$ cat config.mk
export PLATFORM = sky130hd
export DESIGN_NAME = hsc_pv_counter
export DESIGN_NICKNAME = d
export VERILOG_FILES = /design/src/rtl/hsc_pkg.sv /design/src/rtl/hsc_rst_ctrl.sv /design/src/rtl/hsc_pv_core.sv /design/src/rtl/hsc_scan_sample.sv /design/src/rtl/hsc_pv_counter.sv
export SDC_FILE = /design/constraint.sdc
export NUM_CORES = 1
export LEC_CHECK = 0
export BUFFER_PORTS_ARGS = -buffer_cell sky130_fd_sc_hd__buf_2
export CORE_AREA = 2 2 153 155
export CTS_BUF_LIST = sky130_fd_sc_hd__clkbuf_2
export DETAILED_ROUTE_END_ITERATION = 10
export DIE_AREA = 0 0 155 157
export SLEW_MARGIN = 10
export SYNTH_ARGS = -nofsm -noshare
export SYNTH_HDL_FRONTEND = slang
export SYNTH_HIERARCHICAL = 1
export SYNTH_SLANG_ARGS = --single-unit
$ cat constraint.sdc
create_clock -name clk -period 4.52 [get_ports clk]
set_input_delay 0.452 -clock clk [delete_from_list [all_inputs] [get_ports clk]]
set_output_delay 0.452 -clock clk [all_outputs]
set_load 0.02 [all_outputs]
$ cat src/rtl/hsc_pkg.sv
package hsc_pkg;
  typedef enum logic {
    RM_ZMARK = 1'b0,
    RM_SOFT  = 1'b1
  } rst_method_e;

  typedef enum logic {
    CM_LINEAR = 1'b0,
    CM_WRAP   = 1'b1
  } cnt_mode_e;
endpackage

$ cat src/rtl/hsc_rst_ctrl.sv
module hsc_rst_ctrl
  import hsc_pkg::*;
(
  input  logic        clk,
  input  logic        rst_n,
  input  logic        z_in,
  input  logic        sw_rst,
  input  rst_method_e method,
  output logic        clr,
  output logic        gate_ovr
);
  logic z_q, sw_q;
  logic z_rise, sw_rise;

  always_ff @(posedge clk or negedge rst_n) begin
    if (!rst_n) begin
      z_q  <= 1'b0;
      sw_q <= 1'b0;
    end else begin
      z_q  <= z_in;
      sw_q <= sw_rst;
    end
  end

  assign z_rise  = z_in & ~z_q;
  assign sw_rise = sw_rst & ~sw_q;

  always_comb begin
    if (method == RM_ZMARK) begin
      clr      = z_rise & sw_rst;
      gate_ovr = sw_rst;
    end else begin
      clr      = sw_rise;
      gate_ovr = 1'b0;
    end
  end

  AST_CLEAR_ONCE: assert property (@(posedge clk) disable iff (!rst_n)
    clr |=> !clr);
  AST_SOFT_EDGE: assert property (@(posedge clk) disable iff (!rst_n)
    (method == RM_SOFT && sw_rst && $past(sw_rst)) |-> !clr);
endmodule

$ cat src/rtl/hsc_pv_core.sv
module hsc_pv_core #(
  parameter int W = 32
) (
  input  logic         clk,
  input  logic         rst_n,
  input  logic         clr,
  input  logic         step_en,
  input  logic         step_up,
  input  logic         ld_vld,
  input  logic [W-1:0] ld_val,
  input  logic         run_start,
  input  logic         linear,
  output logic [W-1:0] pv,
  output logic         ovf
);
  localparam logic [W-1:0] MAXV = {1'b0, {(W-1){1'b1}}};
  localparam logic [W-1:0] MINV = {1'b1, {(W-1){1'b0}}};

  logic [W-1:0] pv_d;
  logic         ovf_d;

  always_comb begin
    pv_d  = pv;
    ovf_d = ovf;
    if (clr) begin
      pv_d  = '0;
      ovf_d = 1'b0;
    end else if (ld_vld) begin
      pv_d  = ld_val;
      ovf_d = 1'b0;
    end else begin
      if (run_start) ovf_d = 1'b0;
      if (step_en && !(linear && ovf)) begin
        if (step_up) begin
          if (linear && pv == MAXV) ovf_d = 1'b1;
          else                      pv_d  = pv + 1'b1;
        end else begin
          if (linear && pv == MINV) ovf_d = 1'b1;
          else                      pv_d  = pv - 1'b1;
        end
      end
    end
    if (!linear) ovf_d = 1'b0;
  end

  always_ff @(posedge clk or negedge rst_n) begin
    if (!rst_n) begin
      pv  <= '0;
      ovf <= 1'b0;
    end else begin
      pv  <= pv_d;
      ovf <= ovf_d;
    end
  end

  AST_CLEAR_ZERO: assert property (@(posedge clk) disable iff (!rst_n)
    clr |=> (pv == '0 && !ovf));
  AST_SAT_FROZEN: assert property (@(posedge clk) disable iff (!rst_n)
    (linear && ovf && !clr && !ld_vld) |=> $stable(pv));
  AST_WRAP_NO_FLAG: assert property (@(posedge clk) disable iff (!rst_n)
    !linear |=> !ovf);
  AST_LOAD_TAKEN: assert property (@(posedge clk) disable iff (!rst_n)
    (ld_vld && !clr) |=> (pv == $past(ld_val) && !ovf));
endmodule

$ cat src/rtl/hsc_scan_sample.sv
module hsc_scan_sample #(
  parameter int W = 32
) (
  input  logic         clk,
  input  logic         rst_n,
  input  logic         strb,
  input  logic [W-1:0] pv_live,
  input  logic         ovf_live,
  output logic [W-1:0] pv_out,
  output logic         ovf_out,
  output logic         dir_out
);
  always_ff @(posedge clk or negedge rst_n) begin
    if (!rst_n) begin
      pv_out  <= '0;
      ovf_out <= 1'b0;
      dir_out <= 1'b1;
    end else if (strb) begin
      pv_out  <= pv_live;
      ovf_out <= ovf_live;
      if ($signed(pv_live) > $signed(pv_out))      dir_out <= 1'b1;
      else if ($signed(pv_live) < $signed(pv_out)) dir_out <= 1'b0;
    end
  end

  AST_DIR_EQ_HOLD: assert property (@(posedge clk) disable iff (!rst_n)
    (strb && pv_live == pv_out) |=> $stable(dir_out));
  AST_NO_STROBE_HOLD: assert property (@(posedge clk) disable iff (!rst_n)
    !strb |=> ($stable(pv_out) && $stable(ovf_out) && $stable(dir_out)));
endmodule

$ cat src/rtl/hsc_pv_counter.sv
module hsc_pv_counter
  import hsc_pkg::*;
#(
  parameter int W = 32
) (
  input  logic         clk,
  input  logic         rst_n,
  input  logic         cnt_en,
  input  logic         cnt_up,
  input  logic         z_in,
  input  logic         sw_rst,
  input  logic         gate,
  input  logic         rst_sel,
  input  logic         mode_sel,
  input  logic         run_start,
  input  logic         preset_vld,
  input  logic [W-1:0] preset_val,
  input  logic         scan_strb,
  output logic [W-1:0] pv_out,
  output logic         ovf_flag,
  output logic         dir_flag
);
  rst_method_e  method;
  cnt_mode_e    mode;
  logic         clr, gate_ovr, step_en;
  logic [W-1:0] pv_live;
  logic         ovf_live;

  assign method  = rst_method_e'(rst_sel);
  assign mode    = cnt_mode_e'(mode_sel);
  assign step_en = cnt_en & (~gate | gate_ovr);

  hsc_rst_ctrl u_rst (
    .clk(clk), .rst_n(rst_n), .z_in(z_in), .sw_rst(sw_rst),
    .method(method), .clr(clr), .gate_ovr(gate_ovr)
  );

  hsc_pv_core #(.W(W)) u_core (
    .clk(clk), .rst_n(rst_n), .clr(clr), .step_en(step_en),
    .step_up(cnt_up), .ld_vld(preset_vld), .ld_val(preset_val),
    .run_start(run_start), .linear(mode == CM_LINEAR),
    .pv(pv_live), .ovf(ovf_live)
  );

  hsc_scan_sample #(.W(W)) u_scan (
    .clk(clk), .rst_n(rst_n), .strb(scan_strb), .pv_live(pv_live),
    .ovf_live(ovf_live), .pv_out(pv_out), .ovf_out(ovf_flag),
    .dir_out(dir_flag)
  );

  AST_GATE_HOLD: assert property (@(posedge clk) disable iff (!rst_n)
    (gate && !(rst_sel == 1'b0 && sw_rst) && !clr && !preset_vld) |=> $stable(pv_live));
  AST_GATE_OVERRIDE: assert property (@(posedge clk) disable iff (!rst_n)
    (rst_sel == 1'b0 && sw_rst && cnt_en && !clr && !preset_vld && mode_sel && !run_start)
      |=> (pv_live != $past(pv_live)));
endmodule

; ---- Word level (Yosys, flattened, before mapping)
; Cells that the tools add are included.
[word_totals]
ff_bits = 69
inputBits = 44
out_inout_bits = 34
elab_cells = 51
[op_classes]
n_addsub = 2
order_cmp = 2
n_eq_ne = 4
n_mux = 18
n_bitwise = 9
reduce_logical = 9
[op_table]
columns = operator, n
row1 = 2-to-1 mux 32 bit, 6
row2 = adder 32 x 1 -> 32 bit (second input constant), 1
row3 = equality test 32 x 31 -> 1 bit (second input constant), 1
row4 = equality test 32 bit (second input constant), 1
row5 = greater-than comparator 32 bit, 1
row6 = < comparator 32 bit, 1
row7 = subtractor 32 x 1 -> 32 bit (second input constant), 1
row8 = 2-to-1 mux 1 bit, 12
row9 = inequality test 4 bit (second input constant), 2
row10 = AND 1 bit, 4
row11 = logical AND 1 bit, 4
row12 = inverter 1 bit, 4
row13 = AND reduction 3 bit, 1
row14 = nonzero test 3 bit, 1
row15 = AND reduction 2 bit, 1
row16 = nonzero test 2 bit, 1
row17 = zero test 1 bit, 1
row18 = bitwise OR 1 bit, 1

; ---- Depth between registers and ports, before layout
; Gate-level depths: netlist of the first run.
[depth]
depth_word = 8
ltp_mapped = 12
depth_no_buf = 11

; ---- By module
; The synthesis of the first run kept the hierarchy.
[modules_own_cells]
columns = module, instances, cells_per_inst, area_per_inst_um2, seq_area_each_um2
row1 = hsc_pv_core, 1, 430, 3462.1, 825.8
row2 = hsc_scan_sample, 1, 225, 2013.2, 852.1
row3 = hsc_rst_ctrl, 1, 6, 88.8, 50.0
row4 = hsc_pv_counter, 1, 3, 15.0, 0.0

; ---- Worst setup path after synthesis of the first run
; Ideal clock, no wire load.
[synth_timing]
path_kind = input port to flip-flop
startpoint = input port cnt_up
endpoint = register u_core.pv[27]
setup_time_ps = 137
arrival_time_ps = 2928
required_time_ps = 4383
path_slack_ps = 1456
cell_stages = 11
path_buffers = 0
path_cell_list = inv_1 -> ha_1 -> a21oi_1 -> nand2_1 -> a221o_1 -> a31oi_4 -> o31a_4 -> o21ai_2 -> a211oi_2 -> mux2i_1 -> a21oi_1
[synth_via]
elab_chain_cells = 4
word_cells_on_any_way = 7
classes_between = eq/ne: 2 / mux: 4 / reduce/logical: 1
[synth_lines]
columns = element, line
row1 = start: declaration, hsc_pv_counter.sv:9  ; input logic cnt_up,
row2 = 2-to-1 mux 32 bit, hsc_pv_core.sv:34  ; if (step_up) begin
row3 = 2-to-1 mux 32 bit, hsc_pv_core.sv:33  ; if (step_en && !(linear && ovf)) begin
row4 = 2-to-1 mux 32 bit, hsc_pv_core.sv:28  ; end else if (ld_vld) begin
row5 = 2-to-1 mux 32 bit, hsc_pv_core.sv:25  ; if (clr) begin
row6 = end signal: assignment, hsc_pv_core.sv:51  ; pv <= pv_d;
row7 = end: declaration, hsc_pv_core.sv:13  ; output logic [W-1:0] pv,
; Parallel ways exist; a longest one is shown, timed or not. The select of a mux whose other input is x is not followed.
; A chain may end at the register's enable or synchronous reset.

; ---- Worst setup path after layout of the first run
[layout_timing]
startpoint = register u_core.pv[7]
endpoint = register u_core.pv[23]
[layout_via]
elab_chain_cells = 6
word_cells_on_any_way = 15
classes_between = add/sub: 2 / eq/ne: 4 / mux: 6 / reduce/logical: 3
[layout_lines]
columns = element, line
row1 = subtractor 32 x 1 -> 32 bit or adder 32 x 1 -> 32 bit (tied branches), "hsc_pv_core.sv:39, hsc_pv_core.sv:36"
row2 = "2-to-1 mux 32 bit, on equally long branches", "hsc_pv_core.sv:38, hsc_pv_core.sv:35"
row3 = 2-to-1 mux 32 bit, hsc_pv_core.sv:34
row4 = 2-to-1 mux 32 bit, hsc_pv_core.sv:33
row5 = 2-to-1 mux 32 bit, hsc_pv_core.sv:28
row6 = 2-to-1 mux 32 bit, hsc_pv_core.sv:25
; Parallel ways exist; a longest one is shown, timed or not. The select of a mux whose other input is x is not followed.

==> results of run 1 <==
## worst max path at each step
stage	from	endpoint	slack, ns
after detailed placement	cnt_up	u_core/pv[24]$_DFFE_PN0P_	1.27
after CTS	u_core/pv[7]$_DFFE_PN0P_	u_core/pv[23]$_DFFE_PN0P_	1.60
after global placement	cnt_up	u_core/pv[24]$_DFFE_PN0P_	1.31
after floorplan	cnt_up	u_core/pv[27]$_DFFE_PN0P_	1.46
final	u_core/pv[7]$_DFFE_PN0P_	u_core/pv[23]$_DFFE_PN0P_	1.58
after global routing	u_core/pv[0]$_DFFE_PN0P_	u_core/pv[28]$_DFFE_PN0P_	1.41
## cells by family after synthesis
kind of cell	synth area share, %
AND/OR/NAND/NOR	17.56
adder cells (fa/ha/maj)	14.26
flip-flops	30.97
buffers and inverters	5.965
multiplexers	2.557
XOR/XNOR	4.238
AO/OA/AOI/OAI	24.45
## registers in the layout, indices dropped and copies added, names as in the netlist
name / cells
u_core/ovf: 1
u_scan/pv_out: 32
u_rst/z_q: 1
u_scan/ovf_out: 1
u_scan/dir_out: 1
u_rst/sw_q: 1
u_core/pv: 32
## report_power, final
| part | switching (mW) | internal (mW) | total (mW) | leakage [nW] |
|---|---|---|---|---|
| logic | 0.619 | 0.422 | 1.04 | 2.04 |
| clock network | 0.241 | 0.0734 | 0.314 | 0.0585 |
| registers | 0.138 | 0.712 | 0.850 | 0.857 |
| total | 0.998 | 1.21 | 2.21 | 2.96 |
## synthesized netlist by cell type (2+ instances only)
cell      instances
o21a_1            4
buf_1             2
o31ai_1           4
a21o_1           17
buf_4             3
a21oi_2           2
nand3_1          10
clkbuf_1         18
or3_1             3
o21bai_1          5
nor4b_1           2
o21ai_2           2
a211oi_2          2
nand2_1          77
buf_6             3
ha_1             62
o21ai_1           7
nor4_1            8
o211ai_1          7
nand4_1          16
mux2_2            2
o22ai_1           6
inv_1            46
a32oi_1           4
a211oi_1          8
xor2_1           10
buf_2             5
a21oi_1          56
and4_1            3
o211a_1           3
a31oi_1           4
nand2b_1          2
nor2_1           45
mux2i_1          12
nor2b_1           8
dfrtp_1          68
and3_1            4
xnor2_1          17
nor3_1           13
o21ai_0          63
## critical path: stages (launching register included)
cell and delay, ns:
dfrtp_1 0.52, nor4_1 0.49, and4_1 0.26, nand4_1 0.11
o41ai_2 0.28, a211o_1 0.14, buf_4 0.44, or3_1 0.45
o22ai_1 0.15
## stage by stage
stage               power, mW  area [um^2]  worst slack (ns)  hold WS (ns)
finish                  2.206         6306             1.584       0.08107
CTS                     2.215         6301             1.600       0.02733
floorplan               1.590         5579             1.456        0.1564
global placement        1.876         6195             1.309        0.4935
global route            2.380         6304             1.408       0.06323
detailed placement      1.890         6195             1.272        0.5005
## final cells by class
type,count,area [um^2]
Tap cell,285,356.6
Inverter,47,176.4
Clock inverter,4,16.27
Multi-Input combinational cell,517,3518
Timing Repair Buffer,84,445.4
Clock buffer,12,60.06
Sequential cell,69,1728
Fill cell,2420,16200
Antenna cell,2,5.005
## metal layers
metal  vias up  part of all wire [%]
li1       2537                     -
met1      2389                    49
met2       137                    44
met3        22                   4.4
met4         0                   2.1
met5         -                     0
==> results by group, run 1 <==
Logic synthesis
  • #FFs+latches synth: 69
  • Post-Synthesis Cells: 664
  • Mean Syn Cell Area: 8.402 um^2
  • Net Count, Synth: 771
  • Async SR Flop Fraction: 100.0%
  • Yosys warns: 6
  • Largest area contributor in the netlist: dfrtp_1
  • Post-synth EDFFs: 0
  • Ranking of synthesized cells by area: dfrtp_1, ha_1, o21ai_0, nand2_1, a21oi_1
  • Yosys cell types: 71
  • Sequential share of the synthesized area: 30.97%
  • Synth Flop Type: dfrtp_1
  • Post-Syn Area: 5579 um^2
  • Top cell type's share of synthesized area: 30.50%

STA
  • Fmax: 340.6 MHz
  • RSZ-0062 raised after global routing: no
  • Crit share post-route: 64.96%
  • Slew margin rel.: 34.28%
  • Tmin final: 2.936 ns
  • Setup TNS: 0 ns
  • Slew Viols, Final: 0
  • Least-Margin Pin Slew: 0.9858 ns
  • Final hold violation count: 0
  • Final setup fails: 0
  • Clock Skews: 0.02329 ns

Clock network
  • Root Buffer: clkbuf_2
  • Cts bufs inserted: 9
  • CTS Buffer Depth: 2
  • Clk sinks: 69
  • Hold-fix buffers, CTS: 3
  • CTS clock-pin slew for the worst setup and hold paths: 0.21 ns
  • CTS tree: done
  • Skew-Pair Late Insertion Delay: 0.58 ns
  • Post-CTS sizing: 0
  • H-tree depth: 3
  • Post-CTS Setup Inserts: 0

GRT
  • Largest net degree at the start of global routing: 68
  • Tot GR Track Use: 13.78%
  • Vias in the first global route: 4748
  • Met1 Usage GRT: 19.54%
  • Antenna violations before repair: 1
  • GRT met2 Usage: 21.40%
  • Most Crowded Layer GR: met2
  • Gr ovfl total: 0
  • M3 GR Usage: 1.735%
  • First-pass GRT wire length: 26.10 mm

Setup path
  • Crit Reg-Reg Startpoint: u_core/pv[7]$_DFFE_PN0P_
  • Startpoint types: flip-flop
  • Worst reg2reg path depth: 8
  • Req. time, crit path: 5.00 ns
  • Critical path class: reg -> reg
  • Crit-path max FO: 54
  • RR Endpoint: u_core/pv[23]$_DFFE_PN0P_
  • Data arrival, critical path: 3.41 ns
  • R2R Setup Slk: 1.58 ns
  • CP Capture Type: flip-flop

Floorplanning
  • IO Pins: 78
  • Row count: 55
  • Initial Utilization: 24.79%
  • Die Width: 155 um
  • Placeable Area: 22500 um^2
  • Chip height: 157 um
  • Die ar.: 24340 um^2

Worst hold path
  • Worst Hold Class: in -> reg
  • Worst Hold End: u_core/pv[25]$_DFFE_PN0P_
  • Min-delay src: preset_val[25]
  • Min-Delay Path Depth: 3

Placed design
  • DP HPWL: 12.61 mm
  • Dpl cells: 999
  • Routability congestion estimate: 0.8917
  • Port bufs: 77

Final layout
  • Fin cells: 1020
  • Commonest non-fill, non-tap cells in the layout: buf_2, nand2_1, dfrtp_1
  • Layout cells sized above 1: 15.83%
  • Util after Layout: 28.02%
  • Final net count: 835
  • Area Growth Syn to Fin: 13.03%

Routing
  • ANT nets after route: 0
  • Via count: 5085
  • WL/cell: 16.16 um
  • First-pass detailed-route iteration total: 5
  • Vias/cell: 4.985
  • DRC: 0
  • Final WL: 16.49 mm
  • Starting DRC count in detailed routing: 208

Pwr
  • Leakage: 2.955 nW
  • Peak supply drop: 0.08841 mV
  • Pwr/cell area: 349.7 nW/um^2

Status
  • Status: finished clean

Run
  • Max Cap Viol: 0
Note: power is estimated with default switching activity, not from simulation.
==> inputs of run 2 (changes only) <==
Clock period 4.52 ns to 2.4 ns, I/O delays scaled along.
==> run 2 against run 1 <==
Compared with the run above:
- the run now ends with negative setup slack left
- flip-flop and latch count stayed put
- setup slack worse by 1.8 ns
- sequential share of layout area fell by 6.9 points
- critical endpoint is now u_core/pv[0]$_DFFE_PN0P_
- global-route usage rose by 2.4 points
- first-iteration DRC count up 52%
- clock power increased to 2.7 times the previous value
- highest routed layer unchanged
- sequential power rose by 82%
==> results by group, run 2 (synthesized netlist as in run 1, its figures left out) <==
Status
  • Status: finished with violations
  • Failing checks: negative setup slack

Routing
  • Via count: 5930
  • WL/cell: 16.00 um
  • First-pass detailed-route iteration total: 5
  • Starting DRC count in detailed routing: 317
  • DRC: 0
  • ANT nets after route: 0
  • Final WL: 19.53 mm
  • Vias/cell: 4.857

Floorplanning
  • Die Width: 155 um
  • Row count: 55
  • IO Pins: 78
  • Chip height: 157 um
  • Placeable Area: 22500 um^2
  • Die ar.: 24340 um^2
  • Initial Utilization: 24.79%

Setup path
  • Req. time, crit path: 2.89 ns
  • Crit-path slowest cell: o41ai_4
  • CP Capture Type: flip-flop
  • R2R Setup Slk: -0.21 ns
  • Critical-path cell list: buf_6 -> nor4_4 -> and4_1 -> nand4_1 -> o41ai_4 -> a211o_4 -> buf_12 -> buf_6 -> xnor2_2 -> nor2_1 -> a21oi_1 -> nor2_1
  • Critical path class: reg -> reg
  • Crit-path max cell delay: 0.49 ns
  • RR Endpoint: u_core/pv[0]$_DFFE_PN0P_
  • Crit-path max FO: 7
  • Data arrival, critical path: 3.10 ns
  • Worst reg2reg path depth: 12
  • Startpoint types: flip-flop
  • Crit Reg-Reg Startpoint: u_core/pv[1]$_DFFE_PN0P_

Pwr
  • Pwr/cell area: 635.5 nW/um^2
  • Peak supply drop: 0.2435 mV
  • Leakage: 4.068 nW

Clock network
  • Root Buffer: clkbuf_2
  • H-tree depth: 3
  • Skew-Pair Late Insertion Delay: 0.61 ns
  • CTS tree: done
  • CTS Buffer Depth: 2
  • Cts bufs inserted: 9
  • CTS clock-pin slew for the worst setup and hold paths: 0.22 ns
  • Clk sinks: 69

Final layout
  • Fillcell total: 2313
  • Most common cell after layout, fill and taps aside: buf_4
  • Area Growth Syn to Fin: 51.92%
  • Final net count: 1036
  • Util after Layout: 37.66%
  • Layout cells sized above 1: 37.26%
  • Commonest non-fill, non-tap cells in the layout: buf_4, buf_2, nand2_1
  • Largest regs: u_core/pv x32, u_scan/pv_out x32

Worst hold path
  • Worst Hold Class: in -> reg
  • Min-delay src: preset_val[18]
  • Min-Delay Path Depth: 4
  • Worst Hold End: u_core/pv[18]$_DFFE_PN0P_

Run
  • Max Cap Viol: 0

GRT
  • Antenna violations before repair: 2
  • Gr ovfl total: 0
  • Largest net degree at the start of global routing: 44
  • First-pass GRT wire length: 30.79 mm
  • Vias in the first global route: 5825
  • Tot GR Track Use: 16.20%

STA
  • Slew Viols, Final: 0
  • Final setup margin: -0.2061 ns
  • Fmax: 383.7 MHz
  • Setup TNS: -4.523 ns
  • Slew margin rel.: 55.45%
  • Clock Skews: 0.02528 ns
  • WHS: 0.07606 ns
  • Least-Margin Pin Slew: 0.6683 ns
  • Final hold violation count: 0
  • Crit share post-route: 108.6%
  • Tmin final: 2.606 ns
  • Final setup fails: 32
  • RSZ-0062 raised after global routing: yes

Placed design
  • Port bufs: 77
  • Routability congestion estimate: 0.8916
  • DP HPWL: 14.90 mm
run 2: changes by cell type in the layout (fill, tap and decap cells not counted), moves of 6 or more:
| cell | delta |
|---|---|
| buf_6 | +11 |
| a21oi_1 | -10 |
| dlygate4sd3_1 | +32 |
| dfrtp_1 | -7 |
| o21ai_2 | +6 |
| o21ai_0 | -18 |
| a21oi_2 | +10 |
| dfrtp_2 | +7 |
| nand2_1 | -10 |
| nand2_2 | +6 |
| o21ai_1 | +10 |
| buf_4 | +150 |
run 2: layout make-up:
| cell class | instances | area (um^2) | share of cell area [%] |
|---|---|---|---|
| repair buffers | 285 | 2168 | 25.58 |
| clock buffers | 9 | 45.04 | 0.5314 |
| well taps | 285 | 356.6 | 4.207 |
| diodes | 2 | 5.005 | 0.05905 |
| inverters | 47 | 180.2 | 2.126 |
| multi-input cells | 517 | 3886 | 45.85 |
| clock inverters | 7 | 97.59 | 1.151 |
| flip-flops and latches | 69 | 1737 | 20.49 |
run 2: timing repair:
| item | in CTS | in global routing |
|---|---|---|
| setup endpoints to repair | 33 | 33 |
| hold endpoints to repair | 60 | 0 |
| buffers inserted | 9 | 16 |
| hold buffers | 35 | 0 |
| pin swaps | 29 | 41 |
| gates resized for setup | 63 | 50 |
| gates cloned | 4 | 0 |
run 2: how the worst max path moves through the flow:
stage	start	to	cells past startpoint
finish	u_core/pv[1]$_DFFE_PN0P_	u_core/pv[0]$_DFFE_PN0P_	12
global placement	cnt_up	u_core/pv[27]$_DFFE_PN0P_	12
floorplan	cnt_up	u_core/pv[27]$_DFFE_PN0P_	11
detailed placement	cnt_up	u_core/pv[27]$_DFFE_PN0P_	12
CTS	u_core/pv[1]$_DFFE_PN0P_	u_core/pv[19]$_DFFE_PN0P_	14
global route	u_core/pv[2]$_DFFE_PN0P_	u_core/pv[29]$_DFFE_PN0P_	10
run 2: power breakdown:
group	internal (mW)	switching [mW]
Combinational	1.45	1.54
Clock	0.349	0.495
Sequential	1.35	0.202
run 2: critical path, delay by kind of cell (launching register included):
family          cells  cell delay [ns]
compound gates      3             0.82
xor+xnor            1             0.10
buf+inv             3             0.44
flops               1             0.46
simple gates        5             0.66
run 2: stage by stage:
step                cells  total power, mW  setup slack (ns)  instance area [um^2]
finish               1221            5.387           -0.2061                  8476
global route         1221            5.780           -0.2757                  8476
CTS                  1208            5.225           -0.1556                  8207
detailed placement   1144            4.142           -0.4628                  7325
global placement     1144            4.118           -0.4216                  7325
floorplan             664            2.995           -0.3402                  5584
run 2: per-layer routing:
layer	wire [um]	track usage (%)
met3	900	2.478
met2	8936	25.97
met4	408	5.379
met5	0	0
met1	9289	22.31
==> inputs of run 3 (changes only) <==
Settings changed: ABC_AREA from default to 1, CORE_AREA 2 2 153 155 to 2 2 165 167, DIE_AREA 0 0 155 157 to 0 0 167 169.
==> run 3 against run 2 <==
Compared with the run above:
- critical path depth shrank 2
- clock power down 33%
- the flow now finishes without violations
- setup slack gained 0.44 ns
- critical endpoint is now u_core/pv[22]$_DFFE_PN0P_
- die area grew 16%
- fmax up 20%
- synthesized cell count up 60%
==> results by group, run 3 <==
Setup path
  • CP Capture Type: flip-flop
  • Data arrival, critical path: 2.63 ns
  • Worst Setup SP: u_core/pv[18]$_DFFE_PN0P_
  • R2R Setup Slk: 0.23 ns
  • Critical path class: reg -> reg
  • Crit path capture: u_core/pv[22]$_DFFE_PN0P_
  • Crit-path max FO: 32
  • RR Endpoint: u_core/pv[22]$_DFFE_PN0P_
  • Worst reg2reg path depth: 10
  • Req. time, crit path: 2.86 ns
  • Startpoint types: flip-flop
  • Crit Reg-Reg Startpoint: u_core/pv[18]$_DFFE_PN0P_

Routing
  • Final WL: 18.89 mm
  • ANT nets after route: 0
  • Via count: 6564
  • DRC: 0
  • Vias/cell: 4.361
  • Starting DRC count in detailed routing: 383
  • WL/cell: 12.55 um
  • First-pass detailed-route iteration total: 5

Logic synthesis
  • Post-synthesis mux area share: 0.1729%
  • Simple-Gate Fraction of Synth Area: 40.38%
  • #FFs+latches synth: 69
  • Synth Area in Compound Gates: 7.146%
  • Ranking of synthesized cells by area: dfrtp_1, nand2_1, ha_1, inv_1, nand3_1
  • Synth Flop Type: dfrtp_1
  • Post-synth top cells: nand2_1, inv_1, nor2_1
  • Yosys cell types: 38
  • Async SR Flop Fraction: 100.0%
  • Top-count cell post-synth: nand2_1
  • Yosys warns: 6
  • Post-Syn Area: 6514 um^2
  • XOR/XNOR Fraction of Synth Area: 1.479%
  • Net Count, Synth: 1170
  • Post-synth EDFFs: 0
  • Largest area contributor in the netlist: dfrtp_1
  • Post-Synthesis Cells: 1063
  • Sequential share of the synthesized area: 26.53%
  • Main combinational cell family by area after synthesis: simple AND/OR/NAND/NOR gates
  • Adder-cell share of the synthesized area: 12.22%
  • Top cell type's share of synthesized area: 26.12%
  • Mean Syn Cell Area: 6.128 um^2

STA
  • RSZ-0062 raised after global routing: no
  • Least-Margin Pin Slew: 0.8194 ns
  • Clock Skews: 0.04645 ns
  • Slew Viols, Final: 0
  • Tmin final: 2.171 ns
  • Setup TNS: 0 ns
  • Final setup fails: 0
  • Fmax: 460.7 MHz
  • Crit share post-route: 90.44%
  • Slew margin rel.: 45.25%
  • WHS: 0.04548 ns
  • Final setup margin: 0.2293 ns
  • Final hold violation count: 0

Placed design
  • Port bufs: 77
  • Pre-CTS setup slack: 0.09119 ns
  • DP HPWL: 15.23 mm
  • Routability congestion estimate: 0.9070
  • Dpl cells: 1475
  • Placed inst area: 7338 um^2

Final layout
  • Final net count: 1266
  • Commonest non-fill, non-tap cells in the layout: nand2_1, inv_1, nor2_1
  • Layout cells sized above 1: 13.50%
  • Largest regs: u_core/pv x32, u_scan/pv_out x32
  • Fillcell total: 2949
  • Fin cells: 1505
  • Multi-input logic area: 4011 um^2
  • Final instance area: 7574 um^2
  • Util after Layout: 28.58%
  • Most common cell after layout, fill and taps aside: nand2_1
  • FF/Latch Area: 1737 um^2
  • Area Growth Syn to Fin: 16.27%

Floorplanning
  • Initial Utilization: 24.58%
  • Die ar.: 28220 um^2
  • Placeable Area: 26500 um^2
  • Die Width: 167 um
  • Row count: 60
  • Chip height: 169 um
  • IO Pins: 78

Pwr
  • Total power draw: 5.504 mW
  • Peak supply drop: 0.2957 mV
  • Leakage: 4.309 nW
  • Pwr/cell area: 726.7 nW/um^2

GRT
  • Gr ovfl total: 0
  • Antenna violations before repair: 1
  • First-pass GRT wire length: 31.30 mm
  • Largest net degree at the start of global routing: 42
  • Tot GR Track Use: 13.67%
  • Vias in the first global route: 6302

Clock network
  • Clk sinks: 69
  • CTS clock-pin slew for the worst setup and hold paths: 0.23 ns
  • Root Buffer: clkbuf_2
  • Skew-Pair Late Insertion Delay: 0.53 ns
  • Cts bufs inserted: 9
  • CTS tree: done
  • H-tree depth: 3
  • CTS Buffer Depth: 2

Run
  • Max Cap Viol: 0

Worst hold path
  • Worst Hold Class: in -> reg

Status
  • Status: finished clean
run 3: repair_timing:
| action | CTS | global route |
|---|---|---|
| hold buffers | 14 | 0 |
| hold endpoints to repair | 36 | 0 |
| endpoints found under the setup margin | 0 | 1 |
| setup buffers | 0 | 0 |
| gates resized for setup | 0 | 8 |
run 3: layer usage:
metal / up-vias / wire length, um / global-route usage, %
li1: 3476 / - / -
met1: 2907 / 8801 / 17.75
met2: 149 / 8758 / 22.99
met3: 32 / 642 / 1.637
met4: 0 / 682 / 5.810
met5: - / 0 / 0
run 3: worst max-delay path: stages, from the launching register on:
cell	delay [ns]
dfrtp_1	0.54
nor2_1	0.08
nand2_1	0.07
nor2_1	0.04
nand2_1	0.09
nor2_1	0.07
nand4_1	0.08
nand3_2	0.12
nor2_4	0.64
nand3_1	0.25
nand2_1	0.11
run 3: cell families after synthesis:
family                     count (synthesis)
and+or+nand+nor                          634
buffers and inverters                    198
AOI/OAI and AO/OA                         87
DFF                                       69
adders and majority gates                 63
xor gates and xnor gates                  11
muxes                                      1
run 3: layout make-up:
class	count	share of cell area, %
antenna	1	0.03304
multi-input combinational	796	52.97
inverter	178	8.839
tap	341	5.634
sequential	69	22.93
clock buffer	11	0.7269
clock inverter	4	0.2148
timing repair buffer	105	8.657
run 3: worst min path at each step:
stage                                              end  cells past startpoint  slack, ns      startpoint
after global placement    u_scan/pv_out[4]$_DFFE_PN0P_                      1       0.33           rst_n
after CTS                    u_core/pv[26]$_DFFE_PN0P_                      4       0.02  preset_val[26]
after global routing          u_core/pv[9]$_DFFE_PN0P_                      4      0.005   preset_val[9]
after detailed placement  u_scan/pv_out[4]$_DFFE_PN0P_                      1       0.33           rst_n
after floorplan                   u_core/ovf$_DFF_PN0_                      0      -0.06           rst_n
final                        u_core/pv[18]$_DFFE_PN0P_                      4       0.05  preset_val[18]
run 3: where the power goes:
part	leakage [nW]	internal [mW]	switching, mW
clock	0.0543	0.129	0.433
combinational	3.40	1.18	2.01
sequential	0.854	1.43	0.318
